<file path="src/rtl/topk_pkg.sv">
package topk_pkg;
  typedef enum logic [1:0] {
    ST_IDLE    = 2'd0,
    ST_COLLECT = 2'd1,
    ST_MERGE   = 2'd2
  } sort_st_e;

  localparam int unsigned NUM_LANES = 2;
endpackage

</file>
<file path="src/rtl/topk_insert_unit.sv">
module topk_insert_unit #(
  parameter int unsigned KEEP  = 8,
  parameter int unsigned KEY_W = 16,
  parameter int unsigned TAG_W = 8
) (
  input  logic                        clk_i,
  input  logic                        rst_ni,
  input  logic                        clr_i,
  input  logic                        vld_i,
  input  logic [KEY_W-1:0]            key_i,
  input  logic [TAG_W-1:0]            tag_i,
  output logic [KEEP-1:0][KEY_W-1:0]  key_o,
  output logic [KEEP-1:0][TAG_W-1:0]  tag_o
);
  logic [KEEP-1:0][KEY_W-1:0] key_q, key_d, key_sh;
  logic [KEEP-1:0][TAG_W-1:0] tag_q, tag_d, tag_sh;
  logic [KEEP-1:0]            occ_q, occ_d, occ_sh;
  logic [KEEP-1:0]            lt, lt_up;

  // entry from the slot above, slot 0 takes the new candidate
  assign key_sh[0] = key_i;
  assign tag_sh[0] = tag_i;
  assign occ_sh[0] = 1'b1;
  for (genvar i = 1; i < KEEP; i++) begin : g_shift
    assign key_sh[i] = key_q[i-1];
    assign tag_sh[i] = tag_q[i-1];
    assign occ_sh[i] = occ_q[i-1];
  end

  // strict compare keeps earlier equal keys ahead
  always_comb begin
    for (int i = 0; i < KEEP; i++) lt[i] = !occ_q[i] || (key_i < key_q[i]);
  end
  assign lt_up = {lt[KEEP-2:0], 1'b0};

  always_comb begin
    for (int i = 0; i < KEEP; i++) begin
      if (!lt[i]) begin
        key_d[i] = key_q[i];
        tag_d[i] = tag_q[i];
        occ_d[i] = occ_q[i];
      end else if (lt_up[i]) begin
        key_d[i] = key_sh[i];
        tag_d[i] = tag_sh[i];
        occ_d[i] = occ_sh[i];
      end else begin
        key_d[i] = key_i;
        tag_d[i] = tag_i;
        occ_d[i] = 1'b1;
      end
    end
  end

  always_ff @(posedge clk_i or negedge rst_ni) begin
    if (!rst_ni) begin
      key_q <= '1;
      tag_q <= '0;
      occ_q <= '0;
    end else if (clr_i) begin
      key_q <= '1;
      tag_q <= '0;
      occ_q <= '0;
    end else if (vld_i) begin
      key_q <= key_d;
      tag_q <= tag_d;
      occ_q <= occ_d;
    end
  end

  assign key_o = key_q;
  assign tag_o = tag_q;

  logic sorted_w;
  always_comb begin
    sorted_w = 1'b1;
    for (int i = 0; i < KEEP - 1; i++)
      if (occ_q[i+1] && (key_q[i] > key_q[i+1])) sorted_w = 1'b0;
  end

  AST_LIST_SORTED: assert property (@(posedge clk_i) disable iff (!rst_ni)
    sorted_w);
  AST_FILL_PREFIX: assert property (@(posedge clk_i) disable iff (!rst_ni)
    (occ_q & (occ_q + KEEP'(1))) == '0);
  AST_CLEAR_EMPTIES: assert property (@(posedge clk_i) disable iff (!rst_ni)
    clr_i |=> (occ_q == '0));
  AST_IDLE_HOLDS: assert property (@(posedge clk_i) disable iff (!rst_ni)
    (!clr_i && !vld_i) |=> $stable(key_q));
endmodule

</file>
<file path="src/rtl/topk_merge_unit.sv">
module topk_merge_unit #(
  parameter int unsigned KEEP  = 8,
  parameter int unsigned KEY_W = 16,
  parameter int unsigned TAG_W = 8
) (
  input  logic                        clk_i,
  input  logic                        rst_ni,
  input  logic                        abort_i,
  input  logic                        go_i,
  input  logic [KEEP-1:0][KEY_W-1:0]  a_key_i,
  input  logic [KEEP-1:0][TAG_W-1:0]  a_tag_i,
  input  logic [KEEP-1:0][KEY_W-1:0]  b_key_i,
  input  logic [KEEP-1:0][TAG_W-1:0]  b_tag_i,
  output logic                        done_o,
  output logic [KEEP-1:0][KEY_W-1:0]  key_o,
  output logic [KEEP-1:0][TAG_W-1:0]  tag_o
);
  localparam int unsigned IDX_W = $clog2(KEEP);
  localparam int unsigned CNT_W = $clog2(KEEP + 1);

  logic [CNT_W-1:0]           ia_q, ib_q, cnt_q;
  logic                       active_q, done_q;
  logic [KEEP-1:0][KEY_W-1:0] out_key_q;
  logic [KEEP-1:0][TAG_W-1:0] out_tag_q;
  logic                       a_ok, b_ok, take_a;
  logic [KEY_W-1:0]           a_head, b_head, pick_key;
  logic [TAG_W-1:0]           pick_tag;

  assign a_ok   = ia_q < CNT_W'(KEEP);
  assign b_ok   = ib_q < CNT_W'(KEEP);
  assign a_head = a_key_i[ia_q[IDX_W-1:0]];
  assign b_head = b_key_i[ib_q[IDX_W-1:0]];
  // lane a wins ties
  assign take_a   = a_ok && (!b_ok || (a_head <= b_head));
  assign pick_key = take_a ? a_head : b_head;
  assign pick_tag = take_a ? a_tag_i[ia_q[IDX_W-1:0]] : b_tag_i[ib_q[IDX_W-1:0]];

  always_ff @(posedge clk_i or negedge rst_ni) begin
    if (!rst_ni) begin
      active_q  <= 1'b0;
      done_q    <= 1'b0;
      cnt_q     <= '0;
      ia_q      <= '0;
      ib_q      <= '0;
      out_key_q <= '1;
      out_tag_q <= '0;
    end else if (abort_i) begin
      active_q <= 1'b0;
      done_q   <= 1'b0;
    end else if (go_i) begin
      active_q <= 1'b1;
      done_q   <= 1'b0;
      cnt_q    <= '0;
      ia_q     <= '0;
      ib_q     <= '0;
    end else if (active_q) begin
      out_key_q[cnt_q[IDX_W-1:0]] <= pick_key;
      out_tag_q[cnt_q[IDX_W-1:0]] <= pick_tag;
      if (take_a) ia_q <= ia_q + 1'b1;
      else        ib_q <= ib_q + 1'b1;
      cnt_q <= cnt_q + 1'b1;
      if (cnt_q == CNT_W'(KEEP - 1)) begin
        active_q <= 1'b0;
        done_q   <= 1'b1;
      end
    end else begin
      done_q <= 1'b0;
    end
  end

  assign done_o = done_q;
  assign key_o  = out_key_q;
  assign tag_o  = out_tag_q;

  AST_DONE_ONE_CYCLE: assert property (@(posedge clk_i) disable iff (!rst_ni)
    done_q |=> !done_q);
  AST_POINTER_SUM: assert property (@(posedge clk_i) disable iff (!rst_ni)
    active_q |-> (CNT_W'(ia_q + ib_q) == cnt_q));
  AST_MERGE_ASCENDS: assert property (@(posedge clk_i) disable iff (!rst_ni)
    (active_q && cnt_q != '0) |-> (out_key_q[IDX_W'(cnt_q - 1'b1)] <= pick_key));
  AST_NO_DONE_WHILE_ACTIVE: assert property (@(posedge clk_i) disable iff (!rst_ni)
    active_q |-> !done_q);
endmodule

</file>
<file path="src/rtl/topk_dual_sorter.sv">
module topk_dual_sorter #(
  parameter int unsigned KEEP   = 8,
  parameter int unsigned KEY_W  = 16,
  parameter int unsigned DIST_W = 24,
  parameter int unsigned TAG_W  = 8
) (
  input  logic                    clk_i,
  input  logic                    rst_ni,
  input  logic                    start_i,
  input  logic                    last_i,
  input  logic                    a_vld_i,
  input  logic [DIST_W-1:0]       a_dist_i,
  input  logic [TAG_W-1:0]        a_tag_i,
  input  logic                    b_vld_i,
  input  logic [DIST_W-1:0]       b_dist_i,
  input  logic [TAG_W-1:0]        b_tag_i,
  output logic                    done_o,
  output logic [KEEP*KEY_W-1:0]   best_key_o,
  output logic [KEEP*TAG_W-1:0]   best_tag_o
);
  import topk_pkg::*;

  localparam int unsigned DROP_W = DIST_W - KEY_W;

  sort_st_e st_q;
  logic     accept, merge_go, merge_done;

  logic [NUM_LANES-1:0]                        ln_vld;
  logic [NUM_LANES-1:0][DIST_W-1:0]            ln_dist;
  logic [NUM_LANES-1:0][TAG_W-1:0]             ln_tag;
  logic [NUM_LANES-1:0][KEEP-1:0][KEY_W-1:0]   ln_keys;
  logic [NUM_LANES-1:0][KEEP-1:0][TAG_W-1:0]   ln_tags;
  logic [KEEP-1:0][KEY_W-1:0]                  m_key;
  logic [KEEP-1:0][TAG_W-1:0]                  m_tag;

  assign ln_vld  = {b_vld_i, a_vld_i};
  assign ln_dist = {b_dist_i, a_dist_i};
  assign ln_tag  = {b_tag_i, a_tag_i};

  assign accept   = (st_q == ST_COLLECT) && !start_i;
  assign merge_go = accept && last_i;

  always_ff @(posedge clk_i or negedge rst_ni) begin
    if (!rst_ni)                          st_q <= ST_IDLE;
    else if (start_i)                     st_q <= ST_COLLECT;
    else if (merge_go)                    st_q <= ST_MERGE;
    else if (st_q == ST_MERGE && merge_done) st_q <= ST_IDLE;
  end

  for (genvar g = 0; g < NUM_LANES; g++) begin : g_lane
    logic [KEY_W-1:0] key_w;
    assign key_w = ln_dist[g][DIST_W-1:DROP_W];

    topk_insert_unit #(
      .KEEP (KEEP),
      .KEY_W(KEY_W),
      .TAG_W(TAG_W)
    ) u_ins (
      .clk_i (clk_i),
      .rst_ni(rst_ni),
      .clr_i (start_i),
      .vld_i (accept && ln_vld[g]),
      .key_i (key_w),
      .tag_i (ln_tag[g]),
      .key_o (ln_keys[g]),
      .tag_o (ln_tags[g])
    );
  end

  topk_merge_unit #(
    .KEEP (KEEP),
    .KEY_W(KEY_W),
    .TAG_W(TAG_W)
  ) u_merge (
    .clk_i  (clk_i),
    .rst_ni (rst_ni),
    .abort_i(start_i),
    .go_i   (merge_go),
    .a_key_i(ln_keys[0]),
    .a_tag_i(ln_tags[0]),
    .b_key_i(ln_keys[1]),
    .b_tag_i(ln_tags[1]),
    .done_o (merge_done),
    .key_o  (m_key),
    .tag_o  (m_tag)
  );

  assign done_o     = merge_done;
  assign best_key_o = m_key;
  assign best_tag_o = m_tag;

  AST_MERGE_FREEZES_LISTS: assert property (@(posedge clk_i) disable iff (!rst_ni)
    (st_q == ST_MERGE && !start_i) |=> $stable(ln_keys));
  AST_DONE_ONLY_FROM_MERGE: assert property (@(posedge clk_i) disable iff (!rst_ni)
    $rose(merge_done) |-> ($past(st_q) == ST_MERGE));
  AST_START_EMPTIES: assert property (@(posedge clk_i) disable iff (!rst_ni)
    start_i |=> (ln_keys == '1));
endmodule

</file>
<file path="config.mk">
export PLATFORM = sky130hd
export DESIGN_NAME = topk_dual_sorter
export DESIGN_NICKNAME = d
export VERILOG_FILES = /design/src/rtl/topk_pkg.sv /design/src/rtl/topk_insert_unit.sv /design/src/rtl/topk_merge_unit.sv /design/src/rtl/topk_dual_sorter.sv
export SDC_FILE = /design/constraint.sdc
export NUM_CORES = 1
export LEC_CHECK = 0
export ABC_CLOCK_PERIOD_IN_PS = 5830
export BUFFER_PORTS_ARGS = -buffer_cell sky130_fd_sc_hd__buf_4
export CAP_MARGIN = 10
export CORE_ASPECT_RATIO = 0.75
export CORE_MARGIN = 2
export CORE_UTILIZATION = 55
export DETAILED_ROUTE_END_ITERATION = 6
export GPL_TIMING_DRIVEN = 0
export MAX_ROUTING_LAYER = met4
export PLACE_DENSITY = 0.74
export REMOVE_ABC_BUFFERS = 1
export SLEW_MARGIN = 20
export SYNTH_ARGS = -nofsm -noshare
export SYNTH_HDL_FRONTEND = slang
export SYNTH_SLANG_ARGS = --single-unit
</file>
<file path="constraint.sdc">
create_clock -name clk_i -period 5.83 [get_ports clk_i]
set_clock_uncertainty 0.1 [all_clocks]
set_input_delay 1.166 -clock clk_i [delete_from_list [all_inputs] [get_ports clk_i]]
set_output_delay 1.166 -clock clk_i [all_outputs]
set_load 0.005 [all_outputs]
</file>
-- Word level (Yosys, flattened, before mapping)
Cells that the tools add are included.
- bits of input ports: 70
- bits in registers: 608
- reduce and logical (&&, ||, !) cells: 83
- $add $sub $neg: 3
- equality and inequality tests: 5
- $lt $le $gt $ge: 23
- mux-type cells: 137
- bitwise operators: 2
- operators by type and width (kind ; number):
    $mux 16 ; 34
    $mux 128 ; 4
    $mux 8 ; 38
    $lt 16x16->1 ; 16
    $mux 64 ; 4
    $bwmux 128 ; 1
    $bmux 16 s3 ; 2
    $bwmux 64 ; 1
    $bmux 8 s3 ; 2
    $demux 16 s3 ; 1
    $reduce_bool 2->1 ; 20
    $mux 1 ; 38
    $reduce_and 2->1 ; 17
    $mux 4 ; 8
    $demux 8 s3 ; 1
    $logic_not 1->1 ; 18
    $logic_or 1x1->1 ; 17
    $le 16x16->1 ; 1
    $add 4x1->4 const B ; 3
    $lt 3x4->1 const B ; 3
    $reduce_and 3->1 ; 3
    $lt 4x4->1 const B ; 2
    $logic_and 1x1->1 ; 7
    $mux 2 ; 3
    other kinds (8) ; 9

-- Depth between registers and ports, before layout
Gate-level depths: netlist of the first run.
- depth in word-level cells: 8
- gate-level depth with buffers: 15

-- By module
From an unflattened synthesis of the first run, not the netlist that was laid out.
- cells, all modules: 3601
- area, all modules: 38064.0 um^2
- modules (own cells, without submodules) (module ; area an instance (um^2) ; cells an instance ; sequential area each (um^2) ; instances):
    topk_insert_unit ; 13271.5 ; 1371 ; 5165.0 ; 2
    topk_merge_unit ; 11402.2 ; 847 ; 5315.1 ; 1
    topk_dual_sorter ; 118.9 ; 12 ; 50.0 ; 1

-- Worst setup path after synthesis of the first run
OpenSTA, ideal clock, no wires.
- path kind: reg2reg
- start point: register u_merge.ia_q[0]
- end point: register u_merge.out_key_q (netlist bit u_merge.key_o[0])
- setup time: 0.061 ns
- cell stages (with the launch flop): 15
- required time: 5.669 ns
- setup slack: 2.159 ns
- arrival time: 3.511 ns
- path buffers: 4
- clock period less this slack: 3.671 ns
- cell sequence: dfrtp_1 clkbuf_1 buf_2 mux4_2 nand2_1 o21ai_0 ha_1 nor2b_1 o211ai_1 a2111oi_0 o41a_1 buf_2 buf_2 mux2i_1 mux2_2
- word-level cells in the longest chain between the ends: 7
- elaborated cells on any way between the ends: 8
- those cells by class: order compare: 2; mux: 4; reduce/logical: 2
- RTL lines (what ; RTL line ; RTL):
    start: declaration ; topk_merge_unit.sv:21 ; logic [CNT_W-1:0] ia_q, ib_q, cnt_q;
    start signal: assignment ; topk_merge_unit.sv:59 ; if (take_a) ia_q <= ia_q + 1'b1;
    $bmux 16 s3 ; topk_merge_unit.sv:31 ; assign a_head = a_key_i[ia_q[IDX_W-1:0]];
    $mux 16 (not written as such) ; topk_merge_unit.sv:31 ;
    $le 16x16->1 ; topk_merge_unit.sv:34 ; assign take_a = a_ok && (!b_ok || (a_head <= b_head));
    $logic_or 1x1->1 ; topk_merge_unit.sv:34 ;
    $logic_and 1x1->1 ; topk_merge_unit.sv:34 ;
    $mux 16 (*) ; topk_merge_unit.sv:35 ; assign pick_key = take_a ? a_head : b_head;
    $bwmux 128 (*) ; topk_merge_unit.sv:57 ; out_key_q[cnt_q[IDX_W-1:0]] <= pick_key;
    end signal: indexed assignment ; topk_merge_unit.sv:57 ;
    end: declaration ; topk_merge_unit.sv:23 ; logic [KEEP-1:0][KEY_W-1:0] out_key_q;
Mark *: on every way between the ends. The rest lies on a longest branch, timed or not. The select of a mux whose other input is x is not followed.
A chain may end at the register's enable or synchronous reset.

-- Worst setup path after layout of the first run
- start point: register u_merge.ib_q[0]
- end point: register u_merge.out_key_q (netlist bit u_merge.key_o[111])
- word-level cells in the longest chain between the ends: 7
- elaborated cells on any way between the ends: 9
- those cells by class: order compare: 2; mux: 4; reduce/logical: 3
- RTL lines (what ; RTL line ; RTL):
    start: declaration ; topk_merge_unit.sv:21 ;
    start signal: assignment ; topk_merge_unit.sv:60 ; else ib_q <= ib_q + 1'b1;
    $bmux 16 s3 ; topk_merge_unit.sv:32 ; assign b_head = b_key_i[ib_q[IDX_W-1:0]];
    $mux 16 (not written as such) ; topk_merge_unit.sv:32 ;
    $le 16x16->1 ; topk_merge_unit.sv:34 ;
    $logic_or 1x1->1 ; topk_merge_unit.sv:34 ;
    $logic_and 1x1->1 ; topk_merge_unit.sv:34 ;
    $mux 16 (*) ; topk_merge_unit.sv:35 ;
    $bwmux 128 (*) ; topk_merge_unit.sv:57 ;
Marks and branches as above.

==> results of run 1 <==
-- synth_stat cells (all sizes together), types with 16 or more instances --
master / count / area, um2
dfstp: 384 / 10100
nand2: 342 / 1280
nor2: 314 / 1180
a21oi: 298 / 1510
inv: 281 / 1050
ha: 259 / 3240
dfrtp: 224 / 5610
o21ai: 203 / 1020
clkbuf: 198 / 743
mux2: 196 / 2210
mux2i: 131 / 1310
nand3: 113 / 566
a22oi: 110 / 826
buf: 102 / 493
mux4: 96 / 2160
o2bb2ai: 60 / 526
a31oi: 59 / 369
a211oi: 47 / 353
o32a: 34 / 340
a211o: 33 / 289
nand4: 32 / 200
nor2b: 30 / 188
nand2b: 29 / 189
o211ai: 23 / 173
o22ai: 19 / 119
or3: 19 / 119
nor3: 18 / 110
o21a: 17 / 128
a221oi: 16 / 140
-- power breakdown --
group	internal, mW	total, mW	switching [mW]
clock	2.48	4.28	1.80
sequential	4.78	5.15	0.375
combinational	1.44	3.64	2.20
total	8.70	13.1	4.38
-- layer usage --
layer | up-vias | GRT usage | wire, um
met4 | 0 | 0.0931 | 3180
met5 | - | - | 0
li1 | 14024 | - | -
met2 | 1485 | 0.465 | 48400
met3 | 197 | 0.0593 | 10500
met1 | 15462 | 0.471 | 50600
-- sequential cells by signal (all words and copies together), names as in the netlist --
register and cells:
u_merge.active_q 1, u_merge.tag_o 64, g_lane.u_ins.tag_o 128, g_lane.u_ins.key_o 256, u_merge.done_o 1, u_merge.ia_q 4
u_merge.cnt_q 4, st_q 2, u_merge.ib_q 4, g_lane.u_ins.occ_q 16, u_merge.key_o 128
-- worst min-delay path by stage --
stage                                                from                               endpoint  slack (ps)
detailed placement  g_lane[0].u_ins.key_o[50]$_DFFE_PN1P_  g_lane[0].u_ins.key_o[66]$_DFFE_PN1P_         380
global placement    g_lane[0].u_ins.key_o[52]$_DFFE_PN1P_  g_lane[0].u_ins.key_o[68]$_DFFE_PN1P_         370
CTS                                                rst_ni   g_lane[0].u_ins.occ_q[7]$_DFFE_PN0P_         250
finish                                             rst_ni   g_lane[0].u_ins.occ_q[7]$_DFFE_PN0P_         270
floorplan           g_lane[0].u_ins.key_o[49]$_DFFE_PN1P_  g_lane[0].u_ins.key_o[65]$_DFFE_PN1P_         350
global route                                       rst_ni   g_lane[0].u_ins.occ_q[7]$_DFFE_PN0P_         260
-- logic make-up (layout without fill, tap and decap cells) --
| family | Yosys count | after routing | share of synthesized area |
|---|---|---|---|
| AO/OA/AOI/OAI | 1020 | 1020 | 0.178 |
| XOR/XNOR | 2 | 2 | 0.000463 |
| adder cells (fa/ha/maj) | 259 | 259 | 0.0857 |
| buffers and inverters | 582 | 710 | 0.0607 |
| flip-flops | 608 | 608 | 0.415 |
| multiplexers | 423 | 423 | 0.150 |
| AND/OR/NAND/NOR | 945 | 945 | 0.110 |
-- layout make-up --
cell class	instances	area, um2
Clock inverter	20	312
Timing Repair Buffer	312	3170
Multi-Input combinational cell	2649	20200
Sequential cell	608	15700
Tap cell	892	1120
Fill cell	5331	24800
Inverter	282	1060
Clock buffer	96	1870
-- worst max-delay path, delay by kind of cell (launching register included) --
kind | cells | cell delay (ps)
compound gates | 3 | 2240
fa+ha+maj | 1 | 270
buf+inv | 2 | 610
flops | 1 | 720
mux | 3 | 1580
simple gates | 2 | 250
-- cell usage in the layout, fill, tap and decap left out, types with 18 or more instances in the layout --
master	synthesis	final
o2bb2ai_1	60	60
mux4_2	96	96
ha_1	259	259
buf_16	0	31
nand3_1	113	112
inv_1	277	277
or3_1	19	18
nor2_1	314	305
mux2i_1	131	130
dfstp_2	384	384
mux2_2	179	179
a22oi_1	110	110
o21ai_0	145	145
a211o_1	33	33
o32a_1	34	33
a211oi_1	47	47
a21oi_2	5	18
nor2b_1	30	28
a31oi_1	59	56
nand2_1	342	341
nand2b_1	28	26
a21oi_1	293	274
o211ai_1	23	23
clkbuf_16	0	64
buf_4	2	248
o22ai_1	19	19
nand4_1	32	32
dfrtp_1	224	214
o21ai_1	57	54
-- stage by stage --
| stage | utilization | cells |
|---|---|---|
| floorplan | - | 3539 |
| global placement | 0.580 | 4677 |
| detailed placement | 0.604 | 4742 |
| CTS | 0.636 | 4858 |
| global route | 0.637 | 4859 |
| finish | 0.637 | 4859 |
==> flow_summary_export.csv, run 1 <==
group,metric,value,unit
timing,final.setup.tns,-474,ps
setup_path,worstSetupStartpointType,"flop",
timing,tightestPinTransition,1160,ps
timing,min_period,5910,ps
cells_and_area,syn_to_final_growth,14.9,%
place,postPlaceCellArea,41200,um2
global_routing,grt_pass1_vias,29914,
die,core,68200,um2
global_routing,grt_max_degree,111,
cells_and_area,final_nets,4243,
cells_and_area,fin_area,43400,um2
pwr,powerDensity,301,nW/um2
setup_path,required,6330,ps
job,maxCapViolations,0,
global_routing,grt_pass1_wl,177000,um
synthesis,syn_inst,3839,
drt,final_antenna_net_count,0,
cts,post_cts_resized,0,
timing,rsz0062_at_grt,"true",
setup_path,worstSetupPathType,"reg2reg",
setup_path,path_cells,"buf_16, mux4_2, mux2i_1, ha_1, nand4_1, a2111oi_0, o41a_2, buf_12, nor2_1, a21oi_1, mux2_2",
synthesis,synth_flop_cell,"dfstp_2",
timing,holdWs,270,ps
global_routing,track_usage,0.325,
cts,clk_pin_slew,70,ps
setup_path,critical_path.endpoint,"u_merge.key_o[111]$_DFFE_PN1P_",
setup_path,startpoint,"u_merge.ib_q[0]$_DFFE_PN0P_",
global_routing,antenna_found_initial,3,
worst_hold_path,hp-class,"in2async",
setup_path,slowest_delay,840,ps
place,io_buffer_count,246,
synthesis,async_reset_ff_frac,1.00,
cts,root_buffer,"clkbuf_16",
cts,clk_latency,660,ps
drt,wirelength,113000,um
drt,drt-vias-per-instance,6.41,
timing,setup_viol,8,
place,gp_congestion,0.924,
setup_path,rr_endpoint,"u_merge.key_o[111]$_DFFE_PN1P_",
cts,htreeDepth,2,
die,chipHeight,231,um
synthesis,synth.avg_cell_area,9.85,um2
cts,clkSinkCount,608,
setup_path,reg2reg_slack,-80,ps
setup_path,endpoint_kind,"flop",
setup_path,worstPathArrival,6400,ps
run_status,status,"finished with violations",
synthesis,synth_edf_count,0,
pwr,leakage,19.8,nW
cts,clockBufferDepth,3,
die,initial_utilization,0.554,
die,rows,83,
setup_path,rr_worst_depth,11,
die,dieArea,70900,um2
die,boundaryPins,263,
timing,finalHoldViolCount,0,
drt,drt-initial-drc-count,3644,
timing,slew_violations,0,
timing,setup_slack,-75.6,ps
cells_and_area,num_antenna_cells,0,
cts,cts_tree,"done",
setup_path,path_max_fanout,33,
place,dpl_worst_slack,131,ps
timing,maxSlewHeadroom,0.226,
timing,fmax,169,MHz
setup_path,r2r_start,"u_merge.ib_q[0]$_DFFE_PN0P_",
cts,cts_setup_buffers,0,
drt,firstDrtPassIters,7,
global_routing,grt-ovfl-total,0,
die,die_x,307,um
pwr,peakVddDrop,0.000321,V
drt,vias,31168,
cts,postCtsHoldBufs,0,
drt,routedWlPerCell,23.2,um
synthesis,synth_seq_area_share,0.415,
synthesis,yosys_warnings,0,
timing,period_share,1.01,
synthesis,syn_area,37800,um2
synthesis,synth_seq_cells,608,
place,dp_hpwl,78900,um
setup_path,crit_slowest_cell,"a21oi_1",
cts,numCtsBuffers,61,
pwr,power,13.1,mW
drt,drc_errors,0,
run_status,violations,"negative setup slack",
synthesis,ys_types,76,
cells_and_area,drive_gt1_frac,0.292,
Note: power is estimated with default switching activity, not from simulation.
==> run 2, diff against run 1 <==
--- a/config.mk
+++ b/config.mk
@@ -8,7 +8,6 @@
 export ABC_CLOCK_PERIOD_IN_PS = 5830
 export BUFFER_PORTS_ARGS = -buffer_cell sky130_fd_sc_hd__buf_4
 export CAP_MARGIN = 10
-export CORE_ASPECT_RATIO = 0.75
 export CORE_MARGIN = 2
 export CORE_UTILIZATION = 55
 export DETAILED_ROUTE_END_ITERATION = 6
==> flow_summary_export.csv, run 2 (synthesis results as in run 1) <==
group,metric,value,unit
pwr,peakVddDrop,0.000256,V
run_status,status,"completed",
cts,cts_setup_buffers,0,
cts,root_buffer,"clkbuf_16",
die,initial_utilization,0.553,
worst_hold_path,hp-class,"reg2reg",
die,rows,96,
global_routing,antenna_found_initial,1,
cells_and_area,largest_reg_flops,256,
cells_and_area,drive_gt1_frac,0.292,
setup_path,required,6280,ps
place,dp_hpwl,76300,um
cells_and_area,syn_to_final_growth,14.9,%
place,dpl_worst_slack,141,ps
setup_path,endpoint_kind,"flop",
cts,cts_tree,"done",
timing,slew_violations,0,
setup_path,worstSetupStartpointType,"flop",
timing,min_period,5560,ps
global_routing,grt-ovfl-total,0,
cells_and_area,most-common-layout-cells,"384 x dfstp_2, 341 x nand2_1, 305 x nor2_1",
timing,maxSlewHeadroom,0.138,
drt,drt-vias-per-instance,6.37,
drt,routedWlPerCell,22.6,um
cts,numCtsBuffers,67,
cts,clk_latency,620,ps
cts,clockBufferDepth,3,
die,core,68300,um2
drt,firstDrtPassIters,6,
drt,vias,30952,
cells_and_area,final_common_cell,"dfstp_2",
drt,wirelength,110000,um
place,io_buffer_count,246,
die,die_x,266,um
drt,final_antenna_net_count,0,
cts,clkSinkCount,608,
cts,postCtsHoldBufs,0,
die,dieArea,70900,um2
timing,tightestPinTransition,1290,ps
setup_path,worstPathArrival,6010,ps
timing,period_share,0.953,
setup_path,worstSetupPathType,"reg2reg",
timing,fmax,180,MHz
pwr,leakage,19.8,nW
job,maxCapViolations,0,
timing,finalHoldViolCount,0,
timing,holdWs,373,ps
global_routing,grt_pass1_vias,30152,
setup_path,path_max_fanout,28,
cts,clk_pin_slew,70,ps
drt,drc_errors,0,
pwr,powerDensity,303,nW/um2
global_routing,grt_pass1_wl,175000,um
timing,setup_viol,0,
cells_and_area,final_nets,4251,
place,gp_congestion,0.876,
cts,htreeDepth,3,
global_routing,track_usage,0.320,
drt,drt-initial-drc-count,3353,
die,chipHeight,266,um
timing,setup_slack,272,ps
global_routing,grt_max_degree,111,
die,boundaryPins,263,
## run 2: cell count changes in the layout (fill, tap and decap cells not counted), moves of 3 or more
cell / delta
buf_8: +6
a21oi_1: +5
a21oi_2: -5
buf_16: -5
clkbuf_16: +5
bufinv_16: -3
clkinv_8: +3
## run 2: final cells by class
class                   count  area (um2)
repair buffers            314        3140
inverters                 282        1060
well taps                 882        1100
flip-flops and latches    608       15700
fillers                  5268       24900
clock inverters            19         214
clock buffers             103        2020
multi-input cells        2649       20200
diodes                      1        2.50
## run 2: critical path: stages, from the launching register on
cell and delay, ps:
dfrtp_4 810, buf_12 320, mux4_2 570, mux2i_1 350
ha_1 230, nand4_1 210, a2111oi_1 920, o41a_4 520
nor2_1 70, a21oi_1 980, mux2_2 340
## run 2: final timing paths
path | cells past startpoint | to | slack (ps) | from
worst max-delay path | 10 | u_merge.key_o[118]$_DFFE_PN1P_ | 270 | u_merge.ib_q[0]$_DFFE_PN0P_
worst min-delay path | 2 | g_lane[0].u_ins.key_o[66]$_DFFE_PN1P_ | 370 | g_lane[0].u_ins.key_o[50]$_DFFE_PN1P_
worst max register to register | 10 | u_merge.key_o[118]$_DFFE_PN1P_ | 270 | u_merge.ib_q[0]$_DFFE_PN0P_
worst min register to register | 2 | g_lane[0].u_ins.key_o[66]$_DFFE_PN1P_ | 370 | g_lane[0].u_ins.key_o[50]$_DFFE_PN1P_
max in group asynchronous | 4 | u_merge.key_o[97]$_DFFE_PN1P_ | 3440 | rst_ni
min in group asynchronous | 1 | g_lane[0].u_ins.tag_o[48]$_DFFE_PN0P_ | 480 | rst_ni
## run 2: repair_timing
action | in CTS | in global routing
endpoints found under the hold margin | 0 | 0
resized for setup | 0 | 1
setup endpoints to repair | 0 | 86
## run 2: stage by stage
stage                     power [mW]   util  area, um2  instances  setup TNS, ps
after floorplan                 6.89      -      36600       3539         -72870
after global placement          8.54  0.578      39500       4667       -2137700
after detailed placement        8.80  0.602      41200       4734              0
after CTS                       13.2  0.635      43400       4856              0
after global routing            13.7  0.636      43400       4858          -6.59
final                           13.2  0.636      43400       4858              0
## run 2: routing by layer
layer,track usage,vias to the layer above,share of wire
li1,-,14059,-
met1,0.432,15429,0.43
met2,0.494,1265,0.46
met3,0.0506,199,0.078
met4,0.106,0,0.031
met5,-,-,0
## run 2: report_power, final
group          internal [mW]  leakage [nW]  switching, mW
clock                   2.54          1.11           1.81
combinational           1.45          11.6           2.19
sequential              4.78          7.09          0.391
